===== src/rtl/sb_pkg.sv =====
package sb_pkg;
  typedef enum logic [1:0] {
    FU_IDLE     = 2'd0,
    FU_WAIT_OPS = 2'd1,
    FU_EXEC     = 2'd2,
    FU_WAIT_WR  = 2'd3
  } fu_state_e;
endpackage


===== src/rtl/sb_issue_ctl.sv =====
module sb_issue_ctl #(
  parameter int NUM_UNITS = 4,
  parameter int NUM_REGS  = 8,
  parameter int UNIT_W    = 2,
  parameter int REG_W     = 3
) (
  input  logic                 valid_i,
  input  logic [UNIT_W-1:0]    unit_i,
  input  logic [REG_W-1:0]     dst_i,
  input  logic [REG_W-1:0]     src1_i,
  input  logic [REG_W-1:0]     src2_i,
  input  logic [NUM_UNITS-1:0] unit_busy_i,
  input  logic [NUM_REGS-1:0]  reg_pend_i,
  input  logic [UNIT_W-1:0]    reg_prod_i [NUM_REGS],
  input  logic                 wr_valid_i,
  input  logic [UNIT_W-1:0]    wr_unit_i,
  output logic                 stall_o,
  output logic                 issue_o,
  output logic [NUM_UNITS-1:0] issue_sel_o,
  output logic [UNIT_W-1:0]    q1_o,
  output logic                 q1_vld_o,
  output logic [UNIT_W-1:0]    q2_o,
  output logic                 q2_vld_o
);
  logic [NUM_UNITS-1:0] sel;
  logic                 unit_ok;
  logic                 busy_hit;

  for (genvar u = 0; u < NUM_UNITS; u++) begin : g_sel
    assign sel[u] = (unit_i == UNIT_W'(u));
  end

  assign unit_ok  = |sel;
  assign busy_hit = |(sel & unit_busy_i);

  // structural and write-after-write checks only
  assign stall_o     = valid_i && (!unit_ok || busy_hit || reg_pend_i[dst_i]);
  assign issue_o     = valid_i && !stall_o;
  assign issue_sel_o = issue_o ? sel : '0;

  // a producer writing in this very cycle counts as already done
  assign q1_o     = reg_prod_i[src1_i];
  assign q2_o     = reg_prod_i[src2_i];
  assign q1_vld_o = reg_pend_i[src1_i] && !(wr_valid_i && (wr_unit_i == q1_o));
  assign q2_vld_o = reg_pend_i[src2_i] && !(wr_valid_i && (wr_unit_i == q2_o));
endmodule


===== src/rtl/sb_fu_rec.sv =====
module sb_fu_rec
  import sb_pkg::*;
#(
  parameter int UNIT_W = 2,
  parameter int REG_W  = 3,
  parameter int OP_W   = 4
) (
  input  logic              clk_i,
  input  logic              rst_ni,
  input  logic              issue_i,
  input  logic [OP_W-1:0]   op_i,
  input  logic [REG_W-1:0]  dst_i,
  input  logic [REG_W-1:0]  src1_i,
  input  logic [REG_W-1:0]  src2_i,
  input  logic [UNIT_W-1:0] q1_i,
  input  logic              q1_vld_i,
  input  logic [UNIT_W-1:0] q2_i,
  input  logic              q2_vld_i,
  input  logic              wr_valid_i,
  input  logic [UNIT_W-1:0] wr_unit_i,
  input  logic              wr_grant_i,
  input  logic              done_i,
  output logic              busy_o,
  output logic              start_o,
  output logic              fin_o,
  output logic [OP_W-1:0]   op_o,
  output logic [REG_W-1:0]  dst_o,
  output logic [REG_W-1:0]  src1_o,
  output logic [REG_W-1:0]  src2_o,
  output logic              rdy1_o,
  output logic              rdy2_o
);
  fu_state_e         state_q;
  logic [OP_W-1:0]   op_q;
  logic [REG_W-1:0]  dst_q, src1_q, src2_q;
  logic [UNIT_W-1:0] q1_q, q2_q;
  logic              q1v_q, q2v_q, r1_q, r2_q;

  assign start_o = (state_q == FU_WAIT_OPS) && r1_q && r2_q;
  assign busy_o  = (state_q != FU_IDLE);
  assign fin_o   = (state_q == FU_WAIT_WR);
  assign op_o    = op_q;
  assign dst_o   = dst_q;
  assign src1_o  = src1_q;
  assign src2_o  = src2_q;
  assign rdy1_o  = r1_q;
  assign rdy2_o  = r2_q;

  always_ff @(posedge clk_i or negedge rst_ni) begin
    if (!rst_ni) begin
      state_q <= FU_IDLE;
      op_q    <= '0;
      dst_q   <= '0;
      src1_q  <= '0;
      src2_q  <= '0;
      q1_q    <= '0;
      q2_q    <= '0;
      q1v_q   <= 1'b0;
      q2v_q   <= 1'b0;
      r1_q    <= 1'b0;
      r2_q    <= 1'b0;
    end else begin
      unique case (state_q)
        FU_IDLE: if (issue_i) begin
          state_q <= FU_WAIT_OPS;
          op_q    <= op_i;
          dst_q   <= dst_i;
          src1_q  <= src1_i;
          src2_q  <= src2_i;
          q1_q    <= q1_i;
          q2_q    <= q2_i;
          q1v_q   <= q1_vld_i;
          q2v_q   <= q2_vld_i;
          r1_q    <= !q1_vld_i;
          r2_q    <= !q2_vld_i;
        end
        FU_WAIT_OPS: begin
          if (start_o) begin
            state_q <= FU_EXEC;
            r1_q    <= 1'b0;  // operands consumed, stop blocking writers
            r2_q    <= 1'b0;
          end else begin
            if (q1v_q && wr_valid_i && (wr_unit_i == q1_q)) begin
              r1_q  <= 1'b1;
              q1v_q <= 1'b0;
            end
            if (q2v_q && wr_valid_i && (wr_unit_i == q2_q)) begin
              r2_q  <= 1'b1;
              q2v_q <= 1'b0;
            end
          end
        end
        FU_EXEC:    if (done_i) state_q <= FU_WAIT_WR;
        FU_WAIT_WR: if (wr_grant_i) state_q <= FU_IDLE;
        default:    state_q <= FU_IDLE;
      endcase
    end
  end


  start_pulse_chk: assert property (@(posedge clk_i) disable iff (!rst_ni)
    start_o |=> !start_o);


  grant_fin_chk: assert property (@(posedge clk_i) disable iff (!rst_ni)
    wr_grant_i |-> (state_q == FU_WAIT_WR));


  stray_done_chk: assert property (@(posedge clk_i) disable iff (!rst_ni)
    (done_i && (state_q == FU_IDLE)) |=> (state_q != FU_WAIT_WR));
endmodule


===== src/rtl/sb_wr_arb.sv =====
module sb_wr_arb #(
  parameter int NUM_UNITS = 4,
  parameter int UNIT_W    = 2,
  parameter int REG_W     = 3
) (
  input  logic [NUM_UNITS-1:0] fin_i,
  input  logic [REG_W-1:0]     dst_i  [NUM_UNITS],
  input  logic [REG_W-1:0]     src1_i [NUM_UNITS],
  input  logic [REG_W-1:0]     src2_i [NUM_UNITS],
  input  logic [NUM_UNITS-1:0] rdy1_i,
  input  logic [NUM_UNITS-1:0] rdy2_i,
  output logic [NUM_UNITS-1:0] grant_o,
  output logic                 we_o,
  output logic [UNIT_W-1:0]    unit_o,
  output logic [REG_W-1:0]     waddr_o
);
  logic [NUM_UNITS-1:0] war_blk;
  logic [NUM_UNITS-1:0] elig;
  logic [UNIT_W-1:0]    pick;

  // write-after-read: another unit still owes a read of the old value
  always_comb begin
    war_blk = '0;
    for (int u = 0; u < NUM_UNITS; u++) begin
      for (int v = 0; v < NUM_UNITS; v++) begin
        if (v != u) begin
          if ((rdy1_i[v] && (src1_i[v] == dst_i[u])) ||
              (rdy2_i[v] && (src2_i[v] == dst_i[u])))
            war_blk[u] = 1'b1;
        end
      end
    end
  end

  assign elig = fin_i & ~war_blk;

  // fixed priority, lowest index wins
  always_comb begin
    pick = '0;
    for (int u = NUM_UNITS - 1; u >= 0; u--) begin
      if (elig[u]) pick = UNIT_W'(u);
    end
  end

  assign we_o    = |elig;
  assign unit_o  = pick;
  assign waddr_o = dst_i[pick];

  always_comb begin
    grant_o = '0;
    if (we_o) grant_o[pick] = 1'b1;
  end
endmodule


===== src/rtl/sb_hazard_ctrl.sv =====
module sb_hazard_ctrl #(
  parameter int NUM_UNITS = 4,
  parameter int NUM_REGS  = 8,
  parameter int OP_W      = 4
) (
  input  logic                                      clk_i,
  input  logic                                      rst_ni,
  input  logic                                      instr_valid_i,
  input  logic [((NUM_UNITS > 1) ? $clog2(NUM_UNITS) : 1)-1:0] instr_unit_i,
  input  logic [OP_W-1:0]                           instr_op_i,
  input  logic [$clog2(NUM_REGS)-1:0]               instr_dst_i,
  input  logic [$clog2(NUM_REGS)-1:0]               instr_src1_i,
  input  logic [$clog2(NUM_REGS)-1:0]               instr_src2_i,
  output logic                                      instr_stall_o,
  output logic [NUM_UNITS-1:0]                      fu_start_o,
  output logic [NUM_UNITS*OP_W-1:0]                 fu_op_o,
  input  logic [NUM_UNITS-1:0]                      fu_done_i,
  output logic                                      rf_we_o,
  output logic [$clog2(NUM_REGS)-1:0]               rf_waddr_o,
  output logic [((NUM_UNITS > 1) ? $clog2(NUM_UNITS) : 1)-1:0] rf_wunit_o
);
  localparam int UNIT_W = (NUM_UNITS > 1) ? $clog2(NUM_UNITS) : 1;
  localparam int REG_W  = $clog2(NUM_REGS);

  // register result status
  logic [NUM_REGS-1:0] pend_q;
  logic [UNIT_W-1:0]   prod_q [NUM_REGS];

  logic                 issue;
  logic [NUM_UNITS-1:0] issue_sel;
  logic [UNIT_W-1:0]    q1, q2;
  logic                 q1_vld, q2_vld;
  logic [NUM_UNITS-1:0] wr_grant;

  logic [NUM_UNITS-1:0] u_busy, u_fin, u_rdy1, u_rdy2;
  logic [OP_W-1:0]      u_op   [NUM_UNITS];
  logic [REG_W-1:0]     u_dst  [NUM_UNITS];
  logic [REG_W-1:0]     u_src1 [NUM_UNITS];
  logic [REG_W-1:0]     u_src2 [NUM_UNITS];

  sb_issue_ctl #(
    .NUM_UNITS(NUM_UNITS), .NUM_REGS(NUM_REGS), .UNIT_W(UNIT_W), .REG_W(REG_W)
  ) u_issue (
    .valid_i     (instr_valid_i),
    .unit_i      (instr_unit_i),
    .dst_i       (instr_dst_i),
    .src1_i      (instr_src1_i),
    .src2_i      (instr_src2_i),
    .unit_busy_i (u_busy),
    .reg_pend_i  (pend_q),
    .reg_prod_i  (prod_q),
    .wr_valid_i  (rf_we_o),
    .wr_unit_i   (rf_wunit_o),
    .stall_o     (instr_stall_o),
    .issue_o     (issue),
    .issue_sel_o (issue_sel),
    .q1_o        (q1),
    .q1_vld_o    (q1_vld),
    .q2_o        (q2),
    .q2_vld_o    (q2_vld)
  );

  for (genvar g = 0; g < NUM_UNITS; g++) begin : g_unit
    sb_fu_rec #(.UNIT_W(UNIT_W), .REG_W(REG_W), .OP_W(OP_W)) u_rec (
      .clk_i      (clk_i),
      .rst_ni     (rst_ni),
      .issue_i    (issue_sel[g]),
      .op_i       (instr_op_i),
      .dst_i      (instr_dst_i),
      .src1_i     (instr_src1_i),
      .src2_i     (instr_src2_i),
      .q1_i       (q1),
      .q1_vld_i   (q1_vld),
      .q2_i       (q2),
      .q2_vld_i   (q2_vld),
      .wr_valid_i (rf_we_o),
      .wr_unit_i  (rf_wunit_o),
      .wr_grant_i (wr_grant[g]),
      .done_i     (fu_done_i[g]),
      .busy_o     (u_busy[g]),
      .start_o    (fu_start_o[g]),
      .fin_o      (u_fin[g]),
      .op_o       (u_op[g]),
      .dst_o      (u_dst[g]),
      .src1_o     (u_src1[g]),
      .src2_o     (u_src2[g]),
      .rdy1_o     (u_rdy1[g]),
      .rdy2_o     (u_rdy2[g])
    );
    assign fu_op_o[g*OP_W +: OP_W] = u_op[g];
  end

  sb_wr_arb #(.NUM_UNITS(NUM_UNITS), .UNIT_W(UNIT_W), .REG_W(REG_W)) u_arb (
    .fin_i   (u_fin),
    .dst_i   (u_dst),
    .src1_i  (u_src1),
    .src2_i  (u_src2),
    .rdy1_i  (u_rdy1),
    .rdy2_i  (u_rdy2),
    .grant_o (wr_grant),
    .we_o    (rf_we_o),
    .unit_o  (rf_wunit_o),
    .waddr_o (rf_waddr_o)
  );

  always_ff @(posedge clk_i or negedge rst_ni) begin
    if (!rst_ni) begin
      pend_q <= '0;
      for (int r = 0; r < NUM_REGS; r++) prod_q[r] <= '0;
    end else begin
      if (rf_we_o) pend_q[rf_waddr_o] <= 1'b0;
      if (issue) begin
        pend_q[instr_dst_i] <= 1'b1;
        prod_q[instr_dst_i] <= instr_unit_i;
      end
    end
  end


  issue_busy_chk: assert property (@(posedge clk_i) disable iff (!rst_ni)
    issue |=> ((u_busy & $past(issue_sel)) == $past(issue_sel)));


  issue_waw_chk: assert property (@(posedge clk_i) disable iff (!rst_ni)
    issue |-> !pend_q[instr_dst_i]);


  write_pend_chk: assert property (@(posedge clk_i) disable iff (!rst_ni)
    rf_we_o |-> (pend_q[rf_waddr_o] && (prod_q[rf_waddr_o] == rf_wunit_o)));
endmodule


===== config.mk =====
export PLATFORM = sky130hd
export DESIGN_NAME = sb_hazard_ctrl
export DESIGN_NICKNAME = d
export VERILOG_FILES = /design/src/rtl/sb_pkg.sv /design/src/rtl/sb_issue_ctl.sv /design/src/rtl/sb_fu_rec.sv /design/src/rtl/sb_wr_arb.sv /design/src/rtl/sb_hazard_ctrl.sv
export SDC_FILE = /design/constraint.sdc
export NUM_CORES = 1
export LEC_CHECK = 0
export BUFFER_PORTS_ARGS = -buffer_cell sky130_fd_sc_hd__buf_2
export CORE_UTILIZATION = 40
export CTS_BUF_LIST = sky130_fd_sc_hd__clkbuf_16
export CTS_CLUSTER_SIZE = 28
export DETAILED_ROUTE_END_ITERATION = 7
export GPL_TIMING_DRIVEN = 0
export SLEW_MARGIN = 25
export SYNTH_ARGS = -nofsm -noshare
export SYNTH_HDL_FRONTEND = slang
export SYNTH_HIERARCHICAL = 1
export SYNTH_SLANG_ARGS = --single-unit

===== constraint.sdc =====
create_clock -name clk_i -period 3.2 [get_ports clk_i]
set_clock_uncertainty 0.05 [all_clocks]
set_input_delay 0.64 -clock clk_i [delete_from_list [all_inputs] [get_ports clk_i]]
set_output_delay 0.64 -clock clk_i [all_outputs]
set_load 0.005 [all_outputs]

==> results.sh <==
export IMPL_clock_sinks=116
export IMPL_routed_wl_mm=19.1
export IMPL_place_hpwl_mm=13.5
export IMPL_drv_cap=0
export IMPL_most_common_layout_cells="dfrtp_1 (116), mux2_2 (87), xnor2_1 (75), buf_2 (57), nand4_1 (30)"
export IMPL_holdBufCountCts=0
export IMPL_power_density_nw_per_um2=1260
export IMPL_min_path_type="in -> async"
export IMPL_grt_max_degree=73
export IMPL_reg2reg_depth=15
export IMPL_synth_seq_cells=116
export IMPL_nets=756
export IMPL_grt_ovfl_total=0
export IMPL_die_x_microns=139
export IMPL_r2r_start="g_unit[0].u_rec/dst_o[2]"
export IMPL_fin_crit_sh_pct=101
export IMPL_r2r_slack_ps=130
export IMPL_antenna_left=0
export IMPL_num_antenna_cells=0
export IMPL_synth_ff_type="dfrtp_1"
export IMPL_portBuffers=48
export IMPL_antenna_found_initial=0
export IMPL_setup_tns_ps=-22.6
export IMPL_relSlewSlack_pct=70.1
export IMPL_routabilityCongestion=0.825
export IMPL_reg2reg_to="g_unit[0].u_rec/rdy1_o"
export IMPL_synthArstFlopShare_pct=100
export IMPL_worstMarginPinSlew_ps=436
export IMPL_rsz0062_at_grt="true"
export IMPL_fmax_mhz=310
export IMPL_path_clk_slew_ps=60
export IMPL_grt_usage_pct=20.7
export IMPL_first_pass_iters=8
export IMPL_vias=5399
export IMPL_clkLatencyLatePin_ps=420
export IMPL_vdd_drop_max_mv=0.602
export IMPL_cp_arrival_ps=2530
export IMPL_cts_made_buffers=17
export IMPL_hold_viol=0
export IMPL_grt_pass1_wl_mm=30.4
export IMPL_yosysWarnings=6
export IMPL_max_stage_delay_ps=420
export IMPL_worst_slack_ps=-22.6
export IMPL_outcome="complete, but fails checks"
export IMPL_path_max_fanout=9
export IMPL_viasPerCell=5.62
export IMPL_stdcell_count=960
export IMPL_clockBufferDepth=2
export IMPL_final_util_pct=50.6
export IMPL_fillers=1600
export IMPL_synth_edf_count=0
export IMPL_ys_types=60
export IMPL_layout_drive_gt1_share_pct=40.5
export IMPL_cellLeakagePower_nw=4.01
export IMPL_drv_slew=0
export IMPL_netlist_area_sq_um=7460
export IMPL_postSynthCellCount=620
export IMPL_timing_critical_path_buf_inv=2
export IMPL_drt_iter0_drc=286
export IMPL_grt_pass1_vias=5488
export IMPL_setup_viol=1
export IMPL_dieHeight_microns=139
export IMPL_required_ps=2510
export IMPL_avgSynthCellArea_sq_um=12.0
export IMPL_rows=49
export IMPL_dp_cells=898
export IMPL_cp_top_family="simple AND/OR/NAND/NOR gates"
export IMPL_synth_nets=658
export IMPL_fin_crit_ps=3220
export IMPL_root_buffer="clkbuf_16"
export IMPL_start_kind="register"
export IMPL_cts_tree="built"
export IMPL_yosysSeqAreaShare_pct=38.9
export IMPL_path_cells="buf_6, xnor2_2, nand4_1, nand4_4, nor2_4, nor4b_4, nand2_1, o2111ai_4, buf_2"
export IMPL_final_common_cell="dfrtp_1"
export IMPL_cp_end_kind="output port"
export IMPL_violations="DRC, setup timing"
export IMPL_ctsHtreeMaxLevel=4
export IMPL_wl_per_cell_microns=19.9
export IMPL_ios=49
export IMPL_initial_utilization_pct=41.1
export IMPL_critPathSlowestCell="nor4b_4"
export IMPL_drc=2
export IMPL_core_region_area_sq_um=18100
export IMPL_p_total_mw=11.6
export IMPL_syn2layout_area_growth_pct=23.1
export IMPL_die_area_sq_um=19200
export IMPL_whs_ps=101
export IMPL_critical_path_class="reg -> out"
## kinds of logic (layout without fill, tap and decap cells)
group           after synthesis  count (layout)  synth area share, %
xor+xnor                     92              92                 10.8
fa+ha+maj                    16              16                 2.68
flops                       116             116                 38.9
simple gates                163             163                 14.7
compound gates               72              72                 8.92
buf+inv                      48             159                 3.96
mux                         113             113                 20.1
## cell usage after synthesis, types with 5 or more instances
| cell type | count | share of area [%] |
|---|---|---|
| a21o_1 | 7 | 0.70 |
| buf_2 | 12 | 0.80 |
| buf_6 | 12 | 1.8 |
| dfrtp_1 | 116 | 39 |
| ha_1 | 16 | 2.7 |
| inv_1 | 21 | 1.1 |
| mux2_2 | 87 | 13 |
| mux2_4 | 6 | 1.2 |
| mux2i_1 | 6 | 0.80 |
| mux4_1 | 14 | 4.9 |
| nand2_1 | 30 | 1.5 |
| nand2_2 | 5 | 0.42 |
| nand2b_1 | 8 | 0.67 |
| nand3_1 | 7 | 0.47 |
| nand4_1 | 30 | 2.5 |
| nor2_1 | 15 | 0.75 |
| nor2b_1 | 14 | 1.2 |
| o211ai_1 | 5 | 0.50 |
| o21a_1 | 8 | 0.80 |
| o21ai_0 | 11 | 0.74 |
| o311ai_0 | 8 | 0.94 |
| xnor2_1 | 82 | 9.6 |
| xor2_1 | 10 | 1.2 |
## where the power goes
| group | internal (mW) | total [mW] | switching (mW) |
|---|---|---|---|
| clock network | 1.07 | 1.81 | 0.735 |
| logic | 3.52 | 6.89 | 3.37 |
| registers | 2.16 | 2.89 | 0.729 |
| total | 6.75 | 11.6 | 4.83 |
## timing repair
action,CTS,global route
endpoints found under the setup margin,81,62
gates cloned,0,0
pin swaps,6,23
gates resized for setup,25,33
setup buffers,9,21
## layer usage
metal	share of wire (%)	wire (microns)	global-route usage [%]	vias up
met2	51	9730	35.8	87
met1	45	8610	26.6	2805
met5	0	0	0	-
li1	-	-	-	2493
met3	3.3	630	4.04	14
met4	0.87	166	4.73	0
## sequential cells by signal, summed over array words and instances, names as in the netlist
| signal | cells |
|---|---|
| g_unit.u_rec/op_o | 16 |
| prod_q | 16 |
| g_unit.u_rec/dst_o | 12 |
| g_unit.u_rec/src1_o | 12 |
| g_unit.u_rec/src2_o | 12 |
| g_unit.u_rec/q1_q | 8 |
| g_unit.u_rec/q2_q | 8 |
| g_unit.u_rec/state_q | 8 |
| pend_q | 8 |
| g_unit.u_rec/q1v_q | 4 |
| g_unit.u_rec/q2v_q | 4 |
| g_unit.u_rec/rdy1_o | 4 |
| g_unit.u_rec/rdy2_o | 4 |
## worst max path at each step
stage	slack [ps]	depth (start not counted)	to	startpoint
2_1_floorplan	10	13	g_unit[0].u_rec/rdy2_o	g_unit[2].u_rec/dst_o[0]
3_3_place_gp	-1190	13	g_unit[3].u_rec/rdy2_o	g_unit[2].u_rec/dst_o[2]
4_1_cts	-30	10	rf_waddr_o[1]	g_unit[0].u_rec/dst_o[0]
3_5_place_dp	-990	8	g_unit[0].u_rec/op_o[1]	instr_dst_i[0]
5_1_grt	-120	10	rf_waddr_o[2]	g_unit[0].u_rec/dst_o[0]
6_report	-20	9	rf_waddr_o[2]	g_unit[1].u_rec/dst_o[2]
## stage by stage
| stage | area [sq um] | setup WS [ps] |
|---|---|---|
| 4_1_cts | 8840 | -29.2 |
| 2_1_floorplan | 7470 | 13.9 |
| 3_3_place_gp | 8000 | -1190 |
| 6_report | 9190 | -22.6 |
| 5_1_grt | 9190 | -118 |
| 3_5_place_dp | 8050 | -993 |
## area by class of cell
class                           count  area, sq um  share of cell area, %
Sequential cell                   116         2900                   31.6
Inverter                           22         95.1                   1.03
Clock inverter                     15          134                   1.46
Tap cell                          229          287                   3.12
Multi-Input combinational cell    456         4600                   50.1
Clock buffer                       17          425                   4.63
Buffer                             26          223                   2.42
Timing Repair Buffer               79          523                   5.69
No activity file was read; power rests on OpenSTA's default activity.
